===== src/rtl/burst_rx_aligner.sv =====
module burst_rx_aligner #(
  parameter int WW = 10,
  parameter logic [WW-1:0] PREAMBLE = 10'b1100000111,
  parameter int LOCK_CNT = 4,
  parameter int IDLE_CYC = 16
) (
  input  logic                    clk,
  input  logic                    rst_n,
  input  logic [WW-1:0]           rx_bits,
  input  logic                    sig_present,
  input  logic                    code_ok,
  input  logic                    pkt_end,
  output logic [WW-1:0]           word_out,
  output logic                    dec_en,
  output logic                    aligner_en,
  output logic                    aligned,
  output logic [$clog2(WW)-1:0]   align_ofs
);

  localparam int OW = $clog2(WW);
  localparam int CW = $clog2(LOCK_CNT + 1);
  localparam int IW = $clog2(IDLE_CYC + 1);

  typedef enum logic [1:0] {ST_IDLE, ST_HUNT, ST_SYNC, ST_DATA} st_t;

  st_t              st_q, st_nxt;
  logic [WW-1:0]    prev_q, word_q, aw;
  logic [2*WW-2:0]  win;
  logic [WW-1:0]    slc [WW];
  logic [WW-1:0]    match, lock_hit;
  logic [OW-1:0]    ofs_q, pick;
  logic [IW-1:0]    idle_q;
  logic             any_lock, timeout, hunting;

  assign win      = {prev_q, rx_bits[WW-1:1]};
  assign any_lock = |lock_hit;
  assign hunting  = (st_q == ST_HUNT) && (st_nxt == ST_HUNT);
  assign aw       = slc[ofs_q];
  assign timeout  = !sig_present && (st_q != ST_IDLE) && (idle_q == IW'(IDLE_CYC - 1));

  for (genvar k = 0; k < WW; k++) begin : g_ofs
    logic [CW-1:0] cnt_q;
    assign slc[k]      = win[2*WW-2-k -: WW];
    assign match[k]    = (slc[k] == PREAMBLE);
    assign lock_hit[k] = match[k] && (cnt_q == CW'(LOCK_CNT - 1));
    always_ff @(posedge clk or negedge rst_n) begin
      if (!rst_n)                     cnt_q <= '0;
      else if (!hunting || !match[k]) cnt_q <= '0;
      else if (cnt_q != CW'(LOCK_CNT)) cnt_q <= cnt_q + 1'b1;
    end
  end

  always_comb begin
    pick = '0;
    for (int k = WW - 1; k >= 0; k--)
      if (lock_hit[k]) pick = OW'(k);
  end

  always_comb begin
    st_nxt = st_q;
    if (timeout) st_nxt = ST_IDLE;
    else begin
      case (st_q)
        ST_IDLE: if (sig_present)         st_nxt = ST_HUNT;
        ST_HUNT: if (any_lock)            st_nxt = ST_SYNC;
        ST_SYNC: if (aw != PREAMBLE)      st_nxt = ST_DATA;
        ST_DATA: if (pkt_end || !code_ok) st_nxt = ST_HUNT;
      endcase
    end
  end

  always_ff @(posedge clk or negedge rst_n) begin
    if (!rst_n) begin
      st_q   <= ST_IDLE;
      prev_q <= '0;
      word_q <= '0;
      ofs_q  <= '0;
      idle_q <= '0;
    end else begin
      st_q <= st_nxt;
      if (st_q != ST_IDLE || sig_present) prev_q <= rx_bits;
      if (st_nxt == ST_DATA) word_q <= aw;
      if (st_q == ST_HUNT && st_nxt == ST_SYNC) ofs_q <= pick;
      if (sig_present || st_q == ST_IDLE) idle_q <= '0;
      else if (idle_q != IW'(IDLE_CYC))   idle_q <= idle_q + 1'b1;
    end
  end

  assign word_out   = word_q;
  assign dec_en     = (st_q == ST_DATA);
  assign aligner_en = (st_q == ST_HUNT);
  assign aligned    = (st_q == ST_SYNC) || (st_q == ST_DATA);
  assign align_ofs  = ofs_q;

endmodule


===== config.mk =====
export PLATFORM = sky130hd
export DESIGN_NAME = burst_rx_aligner
export DESIGN_NICKNAME = d
export VERILOG_FILES = /design/src/rtl/burst_rx_aligner.sv
export SDC_FILE = /design/constraint.sdc
export NUM_CORES = 1
export LEC_CHECK = 0
export ABC_AREA = 1
export CORE_UTILIZATION = 25
export CTS_CLUSTER_SIZE = 16
export DETAILED_ROUTE_END_ITERATION = 12
export PLACE_DENSITY = 0.51
export SETUP_SLACK_MARGIN = 0.02
export SLEW_MARGIN = 10
export SYNTH_ARGS = -nofsm -noshare
export SYNTH_HDL_FRONTEND = slang
export SYNTH_SLANG_ARGS = --single-unit

===== constraint.sdc =====
create_clock -name clk -period 2.2 [get_ports clk]
set_input_delay 0.22 -clock clk [delete_from_list [all_inputs] [get_ports clk]]
set_output_delay 0.22 -clock clk [all_outputs]
set_load 0.05 [all_outputs]

==> results of run 1 <==
-- synthesized netlist by cell type (all sizes together) --
| master | instances |
|---|---|
| nand4 | 29 |
| nor2 | 70 |
| nand3b | 1 |
| nand2 | 157 |
| xor2 | 11 |
| nand3 | 49 |
| nor4 | 1 |
| nor3b | 1 |
| inv | 90 |
| a21boi | 1 |
| o21ai | 29 |
| ha | 33 |
| dfrtp | 61 |
| buf | 11 |
| o31ai | 1 |
| o211ai | 3 |
| and3 | 2 |
| and2 | 5 |
| a21oi | 13 |
| nor3 | 13 |
| clkbuf | 8 |
-- routing by layer --
metal | track usage (%) | routed length [um] | vias up
met5 | 0 | 0 | -
met4 | 5.04 | 163 | 0
met3 | 3.11 | 456 | 11
met2 | 22.7 | 5130 | 60
met1 | 17.5 | 5210 | 1801
li1 | - | - | 2066
-- placed cells by master, fill, tap and decap left out, drive strengths merged --
cell	instances
nor2	70
a21boi	1
dlymetal6s2s	2
a21oi	13
inv	90
nand2	157
clkinv	3
nand3b	1
ha	33
nand3	49
nand4	29
nor4	1
o211ai	3
nor3	13
xor2	11
clkdlybuf4s50	28
o31ai	1
and2	5
dlygate4sd3	1
buf	66
nor3b	1
o21ai	29
dfrtp	61
clkbuf	12
bufinv	2
and3	2
-- per-stage QoR --
stage / cell area [um^2] / TNS (ns)
2_1_floorplan: 4250 / 0
4_1_cts: 5560 / 0
3_3_place_gp: 5220 / -7.21
3_5_place_dp: 5220 / -7.97
5_1_grt: 5680 / 0
6_report: 5680 / 0
-- worst min-delay path, cell delays in order --
cell,delay (ns)
dlymetal6s2s_1,0.19
nand2_1,0.07
o21ai_0,0.06
-- cell type report --
class                           instances  share of cell area, %
Tap cell                              220                   4.85
Inverter                               90                   6.08
Multi-Input combinational cell        419                   41.3
Timing Repair inverter                  1                  0.110
Sequential cell                        61                   27.0
Timing Repair Buffer                   97                   14.9
Clock inverter                          4                   1.23
Clock buffer                           12                   4.52
-- sequential cells by signal, summed over array words and instances, names as in the netlist --
register,count
align_ofs,4
g_ofs.cnt_q,30
idle_q,5
prev_q,10
st_q,2
word_out,10
-- how the worst min path moves through the flow --
stage,end,cells after the start,start,slack [ns]
floorplan,align_ofs[0]$_DFFE_PN0P_,0,rst_n,-0.08
global placement,g_ofs[8].cnt_q[0]$_DFFE_PN0P_,1,rst_n,0.28
detailed placement,g_ofs[8].cnt_q[0]$_DFFE_PN0P_,1,rst_n,0.27
CTS,g_ofs[8].cnt_q[0]$_DFFE_PN0P_,2,rst_n,0.45
global route,prev_q[5]$_DFFE_PN0P_,3,rx_bits[5],0.25
finish,prev_q[5]$_DFFE_PN0P_,3,rx_bits[5],0.24
-- where the power goes --
group	internal (W)	switching, W
logic	0.000827	0.00150
clock network	0.00105	0.000513
registers	0.00130	0.000150
-- what timing repair did --
action                     4_1_cts  5_1_grt
resized for setup                0       34
hold buffers                     1        0
hold endpoints to repair        24        0
setup endpoints to repair        0       44
buffers inserted                 0        2
-- kinds of logic (layout without fill, tap and decap cells) --
family	Yosys count	after routing
compound gates	47	47
flops	61	61
buf+inv	109	204
xor+xnor	11	11
fa+ha+maj	33	33
simple gates	328	328
==> flow_summary.yaml, run 1 <==
flow_run:
  cap_violations: 0
synth:
  synth-simple-area-share_pct: 35.7
  ys_seq_area_share_pct: 36.0
  synthTopCellsByArea: "dfrtp_1 (36%), nand2_1 (14%), ha_1 (9.7%), inv_1 (7.1%), nor2_1 (5.7%)"
  synth_top_area_cell: "dfrtp_1"
  yosysWarnings: 0
  synth_top_area_share_pct: 36.0
  synth_seq_cells: 61
  synth_area_per_cell_um2: 7.20
  syn_nets: 637
  ys_types: 32
  synthAdderAreaFrac_pct: 9.73
  synthMuxAreaShare_pct: 0
  yosys.area_share.xor_xnor_pct: 2.27
  syn-cell-area_mm2: 0.00424
  synth_compound_area_share_pct: 5.84
  synth_top_family_by_area: "simple AND/OR/NAND/NOR gates"
  synth_cells: 589
sta:
  final.period_utilization_pct: 94.2
  relSlewSlack_pct: 59.1
  fin_hold_ws_ns: 0.242
  skew_ns: 0.00694
  finalHoldViolations: 0
  rsz0062_at_grt: "yes"
  fmax_ghz: 0.482
  worst_pin_slew_ns: 0.614
  setup_viol: 0
  drv_slew: 0
  fin_ws_ns: 0.127
  period_minus_slack_ns: 2.07
critical_path:
  r2r_cells: 12
  cp_max_fo: 5
  crit_chain: "nor2_2, clkdlybuf4s50_1"
  crit_start: "st_q[1]$_DFF_PN0_"
  critPathRequiredTime_ns: 1.98
  cp-endpoint: "aligner_en"
  r2r-end: "g_ofs[5].cnt_q[0]$_DFFE_PN0P_"
  cp-end-kind: "output port"
  timing.rr.start: "g_ofs[3].cnt_q[0]$_DFFE_PN0P_"
  crit_slowest_cell: "clkdlybuf4s50_1"
  cp.arrival_ns: 1.85
  r2r_setup_slack_ns: 0.16
  critPathBufInv: 1
  worst-setup-path-type: "flop to output port"
  cpPeakStageDelay_ns: 0.85
  worstSetupPathDepth: 2
  crit_family: "buffers and inverters"
  startpoint_type: "flop"
detailed_routing:
  routedWlPerCell_um: 12.1
  routed-via-count: 3938
  drt_iter0_markers: 269
  drc_errors: 0
  first_pass_iters: 4
  wl_mm: 11.0
  viasPerCell: 4.36
  ant_nets: 0
final_layout:
  drive_gt1_share_pct: 19.2
  register_area_mm2: 0.00153
  final_cells: 904
  diodes: 0
  utilization_pct: 34.2
  syn_to_final_growth_pct: 33.8
  nets: 727
  multi_input_area_mm2: 0.00235
  fill_cells: 1791
placement:
  io_buffer_count: 31
  dp.cells: 884
  place_congestion: 0.854
  dpl.hpwl_mm: 8.60
  pre_cts_slack_ns: -0.216
pwr:
  ir_drop_v: 0.000396
  p_leak_nw: 2.84
  powerDensity_mw_per_mm2: 941
  finalPower_w: 0.00534
hold_path:
  hold_path_class: "input port to flop"
global_route:
  grt_start_max_net_pins: 38
  grt_use_total_pct: 13.7
  grt_pass1_wl_mm: 18.9
  grt_pass1_vias: 3885
  gr-total-overflow: 0
  grt_antenna_before_repair: 0
die:
  fp.dieArea_mm2: 0.0175
  io_pins: 32
  die_x_um: 132
  fp.coreArea_mm2: 0.0166
  die_h_um: 132
  start_util_pct: 25.6
  placementRows: 47
clock_network:
  clk_pin_slew_ns: 0.05
  cts.htree.levels: 3
  cts_tree: "built"
  clock_latency_ns: 0.34
  clock_sinks: 61
  clk_path_buf_depth: 2
  clock-root-buffer: "clkbuf_16"
  cts_made_buffers: 9
status:
  status: "finished, final reports clean"
(Power assumes the default switching activity.)
==> run 2, diff against run 1 <==
CORE_MARGIN = 5   (was unset)
==> flow_summary.yaml, run 2 (same netlist as run 1, synthesis figures left out) <==
die:
  die_x_um: 140
  die_h_um: 140
  start_util_pct: 25.5
  fp.coreArea_mm2: 0.0166
  placementRows: 47
  fp.dieArea_mm2: 0.0197
  io_pins: 32
detailed_routing:
  met3_wirelength_um: 265
  routedWlPerCell_um: 12.4
  viasPerCell: 4.34
  wl_met1_mm: 5.06
  drc_errors: 0
  ant_nets: 0
  highest_layer: "met4"
  wl_mm: 11.2
  wl_met2_mm: 5.74
  routed-via-count: 3926
  drt_iter0_markers: 212
  first_pass_iters: 5
final_layout:
  fill_cells: 1767
  nets: 728
  multi_input_area_mm2: 0.00235
  largest_register_ffs: 30
  final_common_cell: "nand2_1"
  drive_gt1_share_pct: 19.7
  register_area_mm2: 0.00153
  syn_to_final_growth_pct: 33.3
  final_cell_mix: "nand2_1 (152), inv_1 (79), buf_4 (60)"
  fin_area_mm2: 0.00566
  regMostFlops: "g_ofs.cnt_q"
  diodes: 0
critical_path:
  cp.arrival_ns: 2.32
  critPathMostFrequentCell: "nand2_1"
  critPathRequiredTime_ns: 2.42
  crit_slowest_cell: "dfrtp_1"
  cpPeakStageDelay_ns: 0.38
  cp_max_fo: 10
  crit_chain: "inv_1, nand2_1, nor2_1, nand3_1, nor2_4, nand2_1, nand2_1, nor2_2, nand3_1, nand3_2, nand2_1, clkinv_4, nand4_2, nor2_1"
  cp-end-kind: "flop"
  worst-setup-path-type: "flop to flop"
  startpoint_type: "flop"
clock_network:
  cts.htree.levels: 3
  clock-root-buffer: "clkbuf_16"
  clock_sinks: 61
  clk_path_buf_depth: 2
  clock_latency_ns: 0.33
  cts_tree: "built"
  cts_made_buffers: 9
  cts_setup_buffers: 0
  clk_pin_slew_ns: 0.06
global_route:
  grt_pass1_wl_mm: 18.9
  grt_use_total_pct: 11.8
  grt_start_max_net_pins: 62
  gr-total-overflow: 0
  grt_pass1_vias: 3841
  grt_antenna_before_repair: 0
placement:
  place_congestion: 0.868
  io_buffer_count: 31
  dpl.hpwl_mm: 8.76
  postPlaceCellArea_mm2: 0.00527
  pre_cts_slack_ns: -0.219
hold_path:
  hold_path_class: "input port to flop"
sta:
  final.period_utilization_pct: 95.4
  fin_hold_ws_ns: 0.310
  fin_ws_ns: 0.101
  finalHoldViolations: 0
  setup_viol: 0
  fmax_ghz: 0.476
  drv_slew: 0
  relSlewSlack_pct: 56.3
  worst_pin_slew_ns: 0.654
  skew_ns: 0.00982
  rsz0062_at_grt: "yes"
  period_minus_slack_ns: 2.10
pwr:
  p_comb_share_pct: 45.6
  p_seq_share_pct: 28.3
  p_leak_nw: 2.81
  switchingPower_w: 0.00216
  power_frac_clock_pct: 26.1
  p_int_w: 0.00294
  powerDensity_mw_per_mm2: 903
  p_sw_share_pct: 42.3
  ir_drop_v: 0.000352
status:
  status: "finished, final reports clean"
flow_run:
  cap_violations: 0
[run 2: path summary, 6_finish.rpt]
path,startpoint,endpoint,slack [ns],cells past startpoint
worst max-delay path,prev_q[3]$_DFFE_PN0P_,g_ofs[2].cnt_q[2]$_DFFE_PN0P_,0.10,14
worst min-delay path,rx_bits[9],prev_q[9]$_DFFE_PN0P_,0.31,3
worst max register to register,prev_q[3]$_DFFE_PN0P_,g_ofs[2].cnt_q[2]$_DFFE_PN0P_,0.10,14
worst min register to register,word_out[6]$_DFFE_PN0N_,word_out[6]$_DFFE_PN0N_,0.47,2
max in group asynchronous,rst_n,align_ofs[0]$_DFFE_PN0P_,1.48,3
min in group asynchronous,rst_n,g_ofs[2].cnt_q[2]$_DFFE_PN0P_,0.42,3
[run 2: cell type report]
type	instances	share of cell area [%]
multi-input combinational	419	41.5
inverter	90	6.15
tap	220	4.87
timing repair buffer	99	15.5
clock inverter	5	0.642
clock buffer	11	4.29
sequential	61	27.0
[run 2: through the flow]
stage,power [W],util (%),instances,setup TNS (ns)
4_1_cts,0.00509,33.4,904,0
2_1_floorplan,0.00285,-,589,0
3_3_place_gp,0.00373,31.6,887,-8.14
3_5_place_dp,0.00373,31.6,887,-7.78
5_1_grt,0.00544,34.0,905,-1.68
6_report,0.00510,34.0,905,0
[run 2: power groups by stage]
stage | combinational (W) | clock (W) | sequential, W
floorplan | 0.00112 | 0 | 0.00173
global placement | 0.00226 | 0 | 0.00147
detailed placement | 0.00226 | 0 | 0.00146
CTS | 0.00228 | 0.00137 | 0.00145
global route | 0.00255 | 0.00141 | 0.00148
finish | 0.00233 | 0.00133 | 0.00144
[run 2: repair_timing]
item                                    in CTS  in global routing
hold buffers                                 1                  0
endpoints found under the hold margin       61                  0
resized for setup                            0                 32
endpoints found under the setup margin       0                 44
[run 2: per-layer routing]
| layer | GRT usage [%] | up-vias |
|---|---|---|
| met5 | 0 | - |
| met4 | 3.52 | 0 |
| met3 | 2.01 | 8 |
| met2 | 21.1 | 42 |
| met1 | 14.3 | 1815 |
| li1 | - | 2061 |
[run 2: critical path: cells and delay by family (launching register included)]
family | cells | cell delay (ns)
buf+inv | 2 | 0.26
simple gates | 12 | 1.31
flops | 1 | 0.38
